[config.mk]
export PLATFORM = sky130hd
export DESIGN_NAME = tap_divider_timer
export DESIGN_NICKNAME = d
export VERILOG_FILES = /design/src/rtl/tap_timer_pkg.sv /design/src/rtl/tap_timer_ctrl.sv /design/src/rtl/tap_timer_datapath.sv /design/src/rtl/tap_divider_timer.sv
export SDC_FILE = /design/constraint.sdc
export NUM_CORES = 1
export LEC_CHECK = 0
export ABC_AREA = 1
export CORE_UTILIZATION = 51
export CTS_BUF_LIST = sky130_fd_sc_hd__clkbuf_4 sky130_fd_sc_hd__clkbuf_8 sky130_fd_sc_hd__clkbuf_16
export DETAILED_ROUTE_END_ITERATION = 7
export DONT_BUFFER_PORTS = 1
export PLACE_DENSITY_LB_ADDON = 0.15
export SYNTH_ARGS = -nofsm -noshare
export SYNTH_HDL_FRONTEND = slang
export SYNTH_SLANG_ARGS = --single-unit
[constraint.sdc]
create_clock -name clk -period 2 [get_ports clk]
set_input_delay 0.4 -clock clk [delete_from_list [all_inputs] [get_ports clk]]
set_output_delay 0.4 -clock clk [all_outputs]
set_load 0.05 [all_outputs]
[src/rtl/tap_timer_pkg.sv]
package tap_timer_pkg;

  localparam int LOW_STAGES  = 8;
  localparam int HIGH_STAGES = 8;

  typedef struct packed {
    logic clear;      // reset the count and the one-shot latch at the next edge
    logic advance;    // count this edge
    logic bypassLow;  // upper section counts the strobe directly
    logic recycle;    // continuous division instead of one-shot
  } tap_strobe_t;

  // Counter stage (1-based) reached by each select code
  function automatic int stageFor(input logic [1:0] code);
    case (code)
      2'b00:   return 13;
      2'b01:   return 10;
      2'b10:   return 8;
      default: return 16;
    endcase
  endfunction

endpackage

[src/rtl/tap_timer_ctrl.sv]
module tap_timer_ctrl
  import tap_timer_pkg::*;
#(
  parameter int LOW_W  = LOW_STAGES,
  parameter int HIGH_W = HIGH_STAGES,
  localparam int IDX_W = (HIGH_W > 1) ? $clog2(HIGH_W) : 1
) (
  input  logic              clk,
  input  logic              masterReset,
  input  logic              autoResetDisable,
  input  logic              powerUpPulse,
  input  logic              countStrobe,
  input  logic [1:0]        tapSel,
  input  logic              recycleMode,
  output tap_strobe_t       strb,
  output logic [IDX_W-1:0]  tapIdx
);

  logic hardReset;
  logic modeQ;
  logic modeRst;
  int   stageNum;
  logic bypass;

  assign hardReset = masterReset | (powerUpPulse & ~autoResetDisable);

  // Mode-pin edge detector: a level change becomes a one-cycle reset
  always_ff @(posedge clk) begin
    if (hardReset) begin
      modeQ   <= recycleMode;
      modeRst <= 1'b0;
    end else begin
      modeQ   <= recycleMode;
      modeRst <= (recycleMode != modeQ);
    end
  end

  always_comb begin
    stageNum = stageFor(tapSel);
    bypass   = (stageNum <= HIGH_W);
    if (bypass) tapIdx = IDX_W'(stageNum - 1);
    else        tapIdx = IDX_W'(stageNum - 1 - LOW_W);
  end

  always_comb begin
    strb.clear     = hardReset | modeRst;
    strb.advance   = countStrobe & ~strb.clear;
    strb.bypassLow = bypass;
    strb.recycle   = recycleMode;
  end

  AST_MODE_FLIP_RESET: assert property (@(posedge clk) disable iff (masterReset)
    (!hardReset && recycleMode != modeQ) |=> strb.clear);

endmodule

[src/rtl/tap_timer_datapath.sv]
module tap_timer_datapath
  import tap_timer_pkg::*;
#(
  parameter int LOW_W  = LOW_STAGES,
  parameter int HIGH_W = HIGH_STAGES,
  localparam int IDX_W = (HIGH_W > 1) ? $clog2(HIGH_W) : 1
) (
  input  logic              clk,
  input  tap_strobe_t       strb,
  input  logic [IDX_W-1:0]  tapIdx,
  input  logic              polarity,
  output logic              timerOut
);

  logic [HIGH_W-1:0] highCnt;
  logic              lowWrap;
  logic              fired;
  logic              tapBit;
  logic              shaped;
  logic              highStep;

  generate
    if (LOW_W > 0) begin : gLow
      logic [LOW_W-1:0] lowCnt;

      always_ff @(posedge clk) begin
        if (strb.clear)                          lowCnt <= '0;
        else if (strb.advance && !strb.bypassLow) lowCnt <= lowCnt + 1'b1;
      end

      assign lowWrap = &lowCnt;

      AST_LOW_FROZEN_IN_BYPASS: assert property (@(posedge clk) disable iff (strb.clear)
        strb.bypassLow |=> $stable(lowCnt));
      AST_LOW_CLEARED: assert property (@(posedge clk) disable iff (strb.clear)
        $past(strb.clear) |-> (lowCnt == '0));
      AST_LOW_IDLE_HOLDS: assert property (@(posedge clk) disable iff (strb.clear)
        !strb.advance |=> $stable(lowCnt));
    end else begin : gNoLow
      assign lowWrap = 1'b1;
    end
  endgenerate

  assign highStep = strb.advance & (strb.bypassLow | lowWrap);

  always_ff @(posedge clk) begin
    if (strb.clear) begin
      highCnt <= '0;
      fired   <= 1'b0;
    end else begin
      if (highStep) highCnt <= highCnt + 1'b1;
      if (tapBit)   fired   <= 1'b1;
    end
  end

  assign tapBit   = highCnt[tapIdx];
  assign shaped   = strb.recycle ? tapBit : (fired | tapBit);
  assign timerOut = strb.clear ? polarity : (shaped ^ polarity);

  AST_HIGH_CLEARED: assert property (@(posedge clk) disable iff (strb.clear)
    $past(strb.clear) |-> (highCnt == '0 && !fired));
  AST_HIGH_IDLE_HOLDS: assert property (@(posedge clk) disable iff (strb.clear)
    !strb.advance |=> $stable(highCnt));
  AST_ONESHOT_HOLDS: assert property (@(posedge clk) disable iff (strb.clear)
    fired |=> fired);

endmodule

[src/rtl/tap_divider_timer.sv]
module tap_divider_timer
  import tap_timer_pkg::*;
#(
  parameter int LOW_W  = LOW_STAGES,
  parameter int HIGH_W = HIGH_STAGES
) (
  input  logic       clk,
  input  logic       masterReset,
  input  logic       autoResetDisable,
  input  logic       powerUpPulse,
  input  logic       countStrobe,
  input  logic [1:0] tapSel,
  input  logic       recycleMode,
  input  logic       polarity,
  output logic       timerOut
);

  localparam int IDX_W = (HIGH_W > 1) ? $clog2(HIGH_W) : 1;

  tap_strobe_t      strb;
  logic [IDX_W-1:0] tapIdx;

  tap_timer_ctrl #(.LOW_W(LOW_W), .HIGH_W(HIGH_W)) uCtrl (
    .clk              (clk),
    .masterReset      (masterReset),
    .autoResetDisable (autoResetDisable),
    .powerUpPulse     (powerUpPulse),
    .countStrobe      (countStrobe),
    .tapSel           (tapSel),
    .recycleMode      (recycleMode),
    .strb             (strb),
    .tapIdx           (tapIdx)
  );

  tap_timer_datapath #(.LOW_W(LOW_W), .HIGH_W(HIGH_W)) uPath (
    .clk      (clk),
    .strb     (strb),
    .tapIdx   (tapIdx),
    .polarity (polarity),
    .timerOut (timerOut)
  );

  always_ff @(posedge clk) begin
    if (masterReset) begin
      AST_RESET_LEVEL: assert (timerOut == polarity);
    end
  end

endmodule

* Word level (Yosys, flattened, before mapping) *
Index checks and enable logic that the tools add are counted.

cells by class
  divide/modulo/power cells = 0
  reductions and logical operators = 4
  multipliers = 0
  shifts and indexed selects = 0
  muxes and demuxes = 6
  eq/ne operators = 3
  $add $sub $neg = 4
  bitwise logic cells = 10
  $lt $le $gt $ge = 2

operators by type and width
  cell                                                                           count
  8-bit by 1-bit adder with 8-bit output (second input constant)                 2
  5-bit case mux with 3 select lines                                             1
  8-bit AND reduction                                                            1
  3-bit by 1-bit subtractor with 3-bit output (second input constant)            2
  5-bit by 4-bit <= comparator with 1-bit output (second input constant)         1
  3-bit by 4-bit less-than comparator with 1-bit output (second input constant)  1
  1-bit bitwise OR                                                               4
  1-bit AND                                                                      3
  1-bit binary-select mux with 3-bit select                                      1
  1-bit 2-to-1 mux                                                               3
  3-bit 2-to-1 mux                                                               1
  2-bit by 1-bit equality test with 1-bit output (second input constant)         1
  2-bit equality test (second input constant)                                    1
  2-bit logical NOT                                                              1
  1-bit inverter                                                                 2
  1-bit logical AND                                                              1
  1-bit logical NOT                                                              1
  1-bit inequality test                                                          1
  1-bit XOR                                                                      1

storage, ports and cells
  logic and storage cells = 34
  latch bits = 0
  flip-flop bits (word level) = 19
  bits in read-only memories = 0
  RAM bits = 0
  memories = 0
  bits of input ports = 9
  output and inout bits = 1

* Depth between registers and ports, before layout *
Gate-level depths: netlist of the first run.

  depth in word-level cells = 11
  depth in mapped cells = 8
  depth with buffers taken out = 8

* Modules after synthesis *
A second synthesis of the first run with hierarchy kept.

unflattened totals
  cell total of the unflattened synthesis = 171
  area total of the unflattened synthesis = 1,083.5 um2

modules (own cells, without submodules)
  module              times used  area an instance (um2)  cells an instance  seq. area each (um2)
  tap_timer_datapath  1           943.4                   148                340.3
  tap_timer_ctrl      1           140.1                   23                 40.0

* Worst setup path after synthesis of the first run *
No wires, ideal clock.

  path kind = input port to output port
  start point = input port autoResetDisable
  end point = output port timerOut
  data arrival time = 1,192 ps
  setup slack = 408 ps
  required time = 1,600 ps
  path buffers = 0
  stages on the path = 6
  cells stage by stage = inv_2 > nand2_2 > nand3_2 > inv_1 > nand4_1 > nand2_1

on the way
  word-level cells in the longest chain between the ends = 5

RTL lines
  what              line                      text
  from (decl)       tap_divider_timer.sv:9    input logic autoResetDisable,
  1-bit inverter    tap_timer_ctrl.sv:25      assign hardReset = masterReset | (powerUpPulse & ~autoResetDisable);
  1-bit AND         tap_timer_ctrl.sv:25
  1-bit bitwise OR  tap_timer_ctrl.sv:25
  1-bit bitwise OR  tap_timer_ctrl.sv:46      strb.clear = hardReset | modeRst;
  1-bit 2-to-1 mux  tap_timer_datapath.sv:58  assign timerOut = strb.clear ? polarity : (shaped ^ polarity);
  to (decl)         tap_divider_timer.sv:15   output logic timerOut

Every way passes these cells.

* Final worst setup path of the first run *
  start point = register uPath.highCnt[4]
  end point = output port timerOut

on the way
  word-level cells in the longest chain between the ends = 6

RTL lines
  what                                         line                      text
  from (decl)                                  tap_timer_datapath.sv:15  logic [HIGH_W-1:0] highCnt;
  from (signal assigned)                       tap_timer_datapath.sv:51  if (highStep) highCnt <= highCnt + 1'b1;
  1-bit binary-select mux with 3-bit select *  tap_timer_datapath.sv:56  assign tapBit = highCnt[tapIdx];
  1-bit 2-to-1 mux (implied by the code) *     tap_timer_datapath.sv:56
  1-bit bitwise OR                             tap_timer_datapath.sv:57  assign shaped = strb.recycle ? tapBit : (fired | tapBit);
  1-bit 2-to-1 mux *                           tap_timer_datapath.sv:57
  1-bit XOR *                                  tap_timer_datapath.sv:58
  1-bit 2-to-1 mux *                           tap_timer_datapath.sv:58

Mark *: on every way between the ends. The rest lies on a longest branch, timed or not. The select of a mux whose other input is x is not followed.

==> flow_summary.json, run 1 <==
{
  "routedWlPerCell_um": 10.3,
  "crit_fanout": 4,
  "critical_path.cell_chain": "inv_1, nand2_1, nand3_1, nand3_1, nand3_1, nand2_1, nand2_1, buf_4",
  "finalNetCount": 188,
  "cts_tree": "yes",
  "htree_levels": 1,
  "viasPerCell": 5.03,
  "slowest_stage": "dfxtp_1",
  "diodes": 0,
  "tightest_slew_ns": 0.274,
  "post-route-period-util_pct": 91.1,
  "whs_ns": 0.116,
  "p_total_uw": 664,
  "synth_seq_area_share_pct": 34.6,
  "hold_violations": 0,
  "power_density_nw_per_um2": 565,
  "cts_setup_buffers": 0,
  "synth_edf_count": 0,
  "skew_ns": 0.00236,
  "hold_class": "in2reg",
  "finalSetupViolCount": 0,
  "grt_max_degree": 13,
  "netlist_area_um2": 1100,
  "hold_buffers": 0,
  "cts_max_path_buffers": 2,
  "dr.pass1.iters": 4,
  "vias": 1021,
  "clkSinkCount": 19,
  "nFillCells": 212,
  "grt_pass1_wl_um": 3770,
  "start_util_pct": 54.9,
  "yosys_register_bits": 19,
  "gr-usage-met3_pct": 3.77,
  "routed_wl_um": 2100,
  "cp_top_family": "simple AND/OR/NAND/NOR gates",
  "layout_min_cycle_time_ns": 1.82,
  "synth_cells": 171,
  "endpoint_kind": "output port",
  "fmax_mhz": 549,
  "drive_gt1_share_pct": 12.5,
  "status": "complete, no violations",
  "drc_errors": 0,
  "die_x_um": 48.4,
  "syn-num-nets": 182,
  "rows": 16,
  "worstSetupStartpointType": "flip-flop",
  "finalSetupTns_ns": 0,
  "synth_warnings": 0,
  "cap_violations": 0,
  "max_stage_delay_ns": 0.39,
  "met2_usage_pct": 30.5,
  "synthToLayoutAreaGrowth_pct": 6.83,
  "rsz0062_at_grt": "no",
  "antenna_found_initial": 0,
  "drt-initial-drc-count": 22,
  "globalplace.congestion": 0.814,
  "port_buffers": 0,
  "hpwl_um": 1530,
  "fp.dieH_um": 48.4,
  "multi_input_area_um2": 617,
  "io_pins": 10,
  "use_met1_pct": 28.6,
  "cts_resized": 0,
  "cp.required_ns": 1.60,
  "path_buf_inv": 2,
  "overflow": 0,
  "postRouteAntennaNets": 0,
  "dieArea_um2": 2340,
  "grtUsageTotal_pct": 20.5,
  "ir_drop_mv": 0.422,
  "synthFlopType": "dfxtp_1",
  "critical_path_class": "reg2out",
  "first_global_vias": 952,
  "numCtsBuffers": 3,
  "slew_violations": 0,
  "syn-mean-instance-area_um2": 6.42,
  "synthDistinctLibCells": 25,
  "synth_async_sr_flop_share_pct": 0,
  "register_area_um2": 380,
  "grt_busiest_layer": "met2",
  "final_common_cell": "nand2_1",
  "mostFrequentLayoutCells": "56 x nand2_1, 19 x inv_1, 19 x dfxtp_1, 17 x nand3_1, 15 x nor2_1",
  "insertion_delay_ns": 0.30,
  "path_clk_slew_ns": 0.11,
  "slew_headroom_pct": 81.7,
  "total_leakage_power_uw": 0.000493,
  "root_buffer": "clkbuf_4",
  "core-area_um2": 2000,
  "crit_arrival_ns": 1.42
}
==> power by group <==
group	switching (µW)	internal [µW]
sequential	2.50	383
clock	125	91.2
combinational	42.4	19.4
total	170	493
==> synth_stat cells (2+ instances only) <==
| master | number | share of area (%) |
|---|---|---|
| nand3_1 | 17 | 7.7 |
| inv_2 | 5 | 1.7 |
| nand2_2 | 5 | 2.8 |
| dfxtp_1 | 19 | 35 |
| ha_1 | 2 | 2.3 |
| nand3b_1 | 2 | 1.4 |
| o21ai_0 | 3 | 1.4 |
| inv_1 | 19 | 6.5 |
| a21oi_1 | 12 | 5.5 |
| nand2_1 | 56 | 19 |
| nor2_1 | 15 | 5.1 |
| nand4_1 | 3 | 1.7 |
==> sequential cells by signal, indices dropped and copies added, names as in the netlist <==
name,cells
uPath.highCnt,8
uPath.fired,1
uCtrl.modeRst,1
uCtrl.modeQ,1
uPath.gLow.lowCnt,8
==> logic make-up (layout without fill, tap and decap cells) <==
kind of cell,Yosys count,count (layout),synth area share (%)
flops,19,19,34.6
fa+ha+maj,2,2,2.28
xor+xnor,2,2,1.59
compound gates,19,19,10.0
simple gates,103,103,42.3
buf+inv,26,31,9.23
==> final cells by class <==
cell class,instances,share of cell area [%]
Clock buffer,4,2.56
Inverter,24,7.68
Timing Repair Buffer,3,1.92
Multi-Input combinational cell,126,52.6
Tap cell,27,2.88
Sequential cell,19,32.4
==> routing by layer <==
metal | wire length (µm) | up-vias | share of wire [%]
met5 | 0 | - | 0
li1 | - | 552 | -
met4 | 13 | 0 | 0.62
met2 | 919 | 17 | 44
met1 | 1110 | 450 | 53
met3 | 60 | 2 | 2.9
==> metrics by stage <==
stage | std cells | instance area [µm²] | utilization [%] | setup slack, ns
4_1_cts | 203 | 1170 | 58.6 | 0.180
2_1_floorplan | 171 | 1100 | - | 0.408
5_1_grt | 203 | 1170 | 58.6 | 0.0259
3_5_place_dp | 199 | 1140 | 57.1 | 0.447
6_report | 203 | 1170 | 58.6 | 0.179
3_3_place_gp | 199 | 1140 | 57.1 | 0.488
==> final timing paths <==
check,from,end,slack [ns],cells past startpoint
setup / recovery,uPath.highCnt[4],timerOut,0.18,8
hold / removal,recycleMode,uCtrl.modeQ,0.12,0
setup reg to reg,uPath.gLow.lowCnt[0],uPath.highCnt[2],0.57,8
hold reg to reg,uPath.fired,uPath.fired,0.49,2
No activity file was read; power rests on OpenSTA's default activity.
==> run 2: changes to the inputs <==
SYNTH_HIERARCHICAL = 1   (was not set)
==> flow_summary.json, run 2 <==
{
  "status": "complete, no violations",
  "max_stage_delay_ns": 0.38,
  "hold_buffers": 0,
  "m1WireLength_um": 961,
  "synth_warnings": 6,
  "tightest_slew_ns": 0.294,
  "multi_input_area_um2": 574,
  "routedWlPerCell_um": 10.3,
  "cts_max_path_buffers": 2,
  "r2r-end": "uPath/gLow.lowCnt[5]",
  "rr_worst_depth": 10,
  "met3RoutedLength_um": 62,
  "die_x_um": 48.1,
  "slew_violations": 0,
  "path_clk_slew_ns": 0.10,
  "start_util_pct": 54.7,
  "rsz0062_at_grt": "no",
  "finalSetupViolCount": 0,
  "drc_errors": 0,
  "final_common_cell": "nand2_1",
  "finalSetupTns_ns": 0,
  "regToRegStartpoint": "uCtrl/modeRst",
  "syn-num-nets": 182,
  "synth_area_leaders": "dfxtp_1 35%, nand2_1 17%, inv_1 9.0%",
  "slowest_stage": "dfxtp_1",
  "yosys_register_bits": 19,
  "cap_violations": 0,
  "mostFrequentLayoutCells": "49 x nand2_1, 24 x inv_1, 21 x nor2_1, 17 x dfxtp_1, 12 x nand3_1",
  "post-place-ws_ns": 0.119,
  "numCtsBuffers": 3,
  "root_buffer": "clkbuf_4",
  "overflow": 0,
  "diodes": 0,
  "hold_violations": 0,
  "routed_wl_um": 2080,
  "cp_top_family": "simple AND/OR/NAND/NOR gates",
  "synthDistinctLibCells": 25,
  "synth.most_common_cell": "nand2_1",
  "clkSinkCount": 19,
  "finalWorstSetupSlack_ns": 0.164,
  "worstSetupStartpointType": "flip-flop",
  "top_regs": "uPath/gLow.lowCnt (8), uPath/highCnt (8)",
  "grt_max_degree": 12,
  "finalNetCount": 186,
  "grt_pass1_wl_um": 3090,
  "hold_end": "uCtrl/modeQ",
  "crit_fanout": 4,
  "layout_min_cycle_time_ns": 1.84,
  "yosys-top-cells-count": "50 x nand2_1, 26 x inv_1, 21 x nor2_1",
  "cp_common_cell": "nand2_1",
  "crit_arrival_ns": 1.44,
  "synthFlopType": "dfxtp_1",
  "critical_path.cell_chain": "inv_1, nand2_1, nand3_1, nand3_1, nand2_1, nand2_1, nand2_1, nand2_1, nand2_2, buf_12",
  "synthToLayoutAreaGrowth_pct": 7.62,
  "crit_cells": 10,
  "drive_gt1_share_pct": 15.5,
  "total_leakage_power_uw": 0.000532,
  "synth_async_sr_flop_share_pct": 0,
  "cp.required_ns": 1.60,
  "slew_headroom_pct": 80.3,
  "dieArea_um2": 2310,
  "ir_drop_mv": 0.484,
  "fp.dieH_um": 48.1,
  "grtUsageTotal_pct": 19.8,
  "port_buffers": 0,
  "fmax_mhz": 545,
  "r2r_slack_ns": 0.48,
  "whs_path_depth": 0,
  "first_global_vias": 769,
  "vias": 963,
  "yosysTopAreaCell": "dfxtp_1",
  "register_area_um2": 383,
  "nFillCells": 191,
  "drt-initial-drc-count": 12,
  "viasPerCell": 4.79,
  "critical_path_class": "reg2out",
  "antenna_found_initial": 0,
  "maxUsedRoutingLayer": "met4",
  "postRouteAntennaNets": 0,
  "post-route-period-util_pct": 91.8,
  "hold_class": "in2reg",
  "wl_met2_um": 1010,
  "dr.pass1.iters": 4,
  "core-area_um2": 1980,
  "io_pins": 10,
  "power_density_nw_per_um2": 580,
  "whs_ns": 0.118,
  "cts_tree": "yes",
  "p_total_uw": 676,
  "netlist_area_um2": 1080,
  "synth_top_area_share_pct": 35.1,
  "hpwl_um": 1670,
  "insertion_delay_ns": 0.30,
  "htree_levels": 1,
  "skew_ns": 0.00256,
  "rows": 16,
  "path_buf_inv": 2,
  "synth_cells": 171,
  "synth_seq_area_share_pct": 35.1,
  "globalplace.congestion": 0.803,
  "min-delay-start": "recycleMode",
  "syn-mean-instance-area_um2": 6.34,
  "synth_edf_count": 0,
  "endpoint_kind": "output port"
}
-- run 2: cell types whose count changed in the layout (fill, tap and decap cells not counted), moves of 3 or more --
cell and delta:
nand2_1 -7, nor2_1 +6, inv_1 +5, nand3_1 -5, o21ai_0 +5, a21oi_1 -4
nand4_1 -3, nor3_1 +3
-- run 2: what timing repair did --
action / CTS / global route
buffers inserted: 0 / 0
resized for setup: 0 / 6
endpoints found under the setup margin: 0 / 1
-- run 2: metal layers --
layer  vias to the layer above  global-route usage, %
li1                        527                      -
met3                         5                   5.56
met1                       420                   23.9
met2                        11                   32.4
met4                         0                   9.44
met5                         -                      0
-- run 2: cells by family (layout without fill, tap and decap cells) --
kind of cell             count (synthesis)  after routing  share of synthesized area, %
adder cells (fa/ha/maj)                  2              2                          2.31
XOR/XNOR                                 1              1                         0.808
flip-flops                              19             19                          35.1
AO/OA/AOI/OAI                           16             16                          7.39
buffers and inverters                   33             36                          12.4
AND/OR/NAND/NOR                        100            100                          42.0
-- run 2: power breakdown --
group / switching, µW / internal (µW) / total [µW]
Clock: 118 / 91.4 / 209
Sequential: 2.94 / 384 / 387
Combinational: 49.7 / 30.5 / 80.3
Total: 171 / 506 / 676
-- run 2: worst max-delay path by stage --
stage,startpoint,endpoint,slack (ns)
6_report,uPath/highCnt[5],timerOut,0.16
5_1_grt,uPath/highCnt[2],timerOut,0.03
4_1_cts,tapSel[0],timerOut,0.12
3_5_place_dp,tapSel[0],timerOut,0.12
3_3_place_gp,tapSel[0],timerOut,0.16
2_1_floorplan,tapSel[0],timerOut,0.10
-- run 2: metrics by stage --
| step | std cells | util, % | area [µm²] |
|---|---|---|---|
| finish | 201 | 58.8 | 1170 |
| detailed placement | 197 | 56.9 | 1130 |
| CTS | 201 | 58.5 | 1160 |
| floorplan | 171 | - | 1080 |
| global placement | 197 | 56.9 | 1130 |
| global route | 201 | 58.8 | 1170 |
-- run 2: cell type report --
cell class	instances	share of cell area [%]
Multi-Input combinational cell	119	49.2
Clock buffer	4	2.58
Inverter	29	9.44
Tap cell	27	2.90
Timing Repair Buffer	3	3.00
Sequential cell	19	32.8
==> run 3: changes to the inputs <==
==> constraint.sdc (replaced) <==
create_clock -name clk -period 1.95 [get_ports clk]
set_input_delay 0.4875 -clock clk [delete_from_list [all_inputs] [get_ports clk]]
set_output_delay 0.4875 -clock clk [all_outputs]
set_load 0.05 [all_outputs]
==> flow_summary.json, run 3 (synthesis results as in run 2) <==
{
  "drive_gt1_share_pct": 21.7,
  "slew_violations": 0,
  "multi_input_area_um2": 614,
  "core-area_um2": 1980,
  "numCtsBuffers": 3,
  "routedWlPerCell_um": 10.6,
  "first_global_vias": 762,
  "mostFrequentLayoutCells": "43 x nand2_1, 25 x inv_1, 21 x nor2_1, 16 x dfxtp_1, 9 x nand2_2",
  "drc_errors": 0,
  "dieArea_um2": 2310,
  "postRouteAntennaNets": 0,
  "io_pins": 10,
  "port_buffers": 0,
  "hold_buffers": 0,
  "max_stage_delay_ns": 0.26,
  "nFillCells": 190,
  "routed_wl_um": 2130,
  "m1WireLength_um": 927,
  "slowest_stage": "or2_4",
  "rsz0062_at_grt": "yes",
  "tightest_slew_ns": 0.284,
  "top_regs": "uPath/gLow.lowCnt (8), uPath/highCnt (8)",
  "layout_min_cycle_time_ns": 1.93,
  "dr.pass1.iters": 4,
  "finalSetupViolCount": 0,
  "overflow": 0,
  "start_util_pct": 54.7,
  "met3RoutedLength_um": 73,
  "hpwl_um": 1650,
  "ir_drop_mv": 0.572,
  "maxUsedRoutingLayer": "met4",
  "finalWorstSetupSlack_ns": 0.0173,
  "total_leakage_power_uw": 0.000542,
  "crit_fanout": 5,
  "drt-initial-drc-count": 17,
  "root_buffer": "clkbuf_4",
  "slew_headroom_pct": 81.0,
  "globalplace.congestion": 0.800,
  "cp_common_cell": "nand2_2",
  "cp.required_ns": 1.46,
  "path_clk_slew_ns": 0.10,
  "fp.dieH_um": 48.1,
  "clkSinkCount": 19,
  "register_area_um2": 384,
  "cts_setup_buffers": 0,
  "insertion_delay_ns": 0.29,
  "skew_ns": 0.00144,
  "antenna_found_initial": 0,
  "endpoint_kind": "output port",
  "grt_pass1_wl_um": 2960,
  "cap_violations": 0,
  "grtUsageTotal_pct": 19.1,
  "crit_arrival_ns": 1.45,
  "die_x_um": 48.1,
  "fmax_mhz": 517,
  "cts_tree": "yes",
  "diodes": 0,
  "critical_path.cell_chain": "or2_4, inv_4, nand2_1, nand3_1, nand3_1, nand2_2, nand2_2, nand2_2, nand2_2, nand2_4",
  "power_density_nw_per_um2": 575,
  "rows": 16,
  "worstSetupStartpointType": "input pin",
  "whs_ns": 0.213,
  "post-route-period-util_pct": 99.1,
  "hold_class": "in2reg",
  "wl_met2_um": 1080,
  "critical_path_class": "in2out",
  "p_total_uw": 693,
  "cts_max_path_buffers": 2,
  "viasPerCell": 4.93,
  "finalNetCount": 187,
  "post-place-ws_ns": -0.0543,
  "vias": 995,
  "final_common_cell": "nand2_1",
  "hold_violations": 0,
  "htree_levels": 1,
  "synthToLayoutAreaGrowth_pct": 11.2,
  "grt_max_degree": 12,
  "status": "complete, no violations"
}
run 3: cell count changes in the layout (fill, tap and decap cells not counted), moves of 2 or more:
cell,delta
inv_2,-2
nand2_1,-6
nand3_2,+4
buf_4,+2
nand2_2,+5
nand3_1,-4
run 3: through the flow:
step	TNS (ns)	utilization [%]	std cells	cell area, µm²
2_1_floorplan	0	-	171	1090
3_3_place_gp	-0.00819	57.1	198	1130
3_5_place_dp	-0.0543	57.1	198	1130
4_1_cts	0	58.8	202	1170
5_1_grt	-0.0329	60.8	202	1200
6_report	0	60.8	202	1200
run 3: what timing repair did:
action,in CTS,in global routing
pin swaps,1,8
setup endpoints to repair,1,1
gates resized for setup,3,13
run 3: worst paths after layout:
kind | from | end | slack (ns) | depth (start not counted)
setup / recovery | tapSel[1] | timerOut | 0.02 | 10
hold / removal | recycleMode | uCtrl/modeQ | 0.21 | 0
setup reg to reg | uCtrl/modeRst | uPath/gLow.lowCnt[5] | 0.49 | 10
hold reg to reg | uPath/fired | uPath/fired | 0.46 | 2
run 3: where the power goes:
group,internal [µW],switching [µW]
Combinational,31.5,55.8
Sequential,394,3.08
Clock,93.5,116
Total,519,175
run 3: final cells by class:
| cell class | count | area share [%] |
|---|---|---|
| repair buffers | 4 | 2.49 |
| multi-input cells | 119 | 51.0 |
| well taps | 27 | 2.80 |
| clock buffers | 4 | 2.49 |
| inverters | 29 | 9.35 |
| flip-flops and latches | 19 | 31.9 |
run 3: worst max-delay path, delay by kind of cell:
family	cells	cell delay (ns)
and+or+nand+nor	9	0.86
buffers and inverters	1	0.08
run 3: metal layers:
| metal | GRT usage (%) | up-vias |
|---|---|---|
| li1 | - | 529 |
| met1 | 21.1 | 443 |
| met2 | 33.0 | 17 |
| met3 | 5.56 | 6 |
| met4 | 10.0 | 0 |
| met5 | 0 | - |
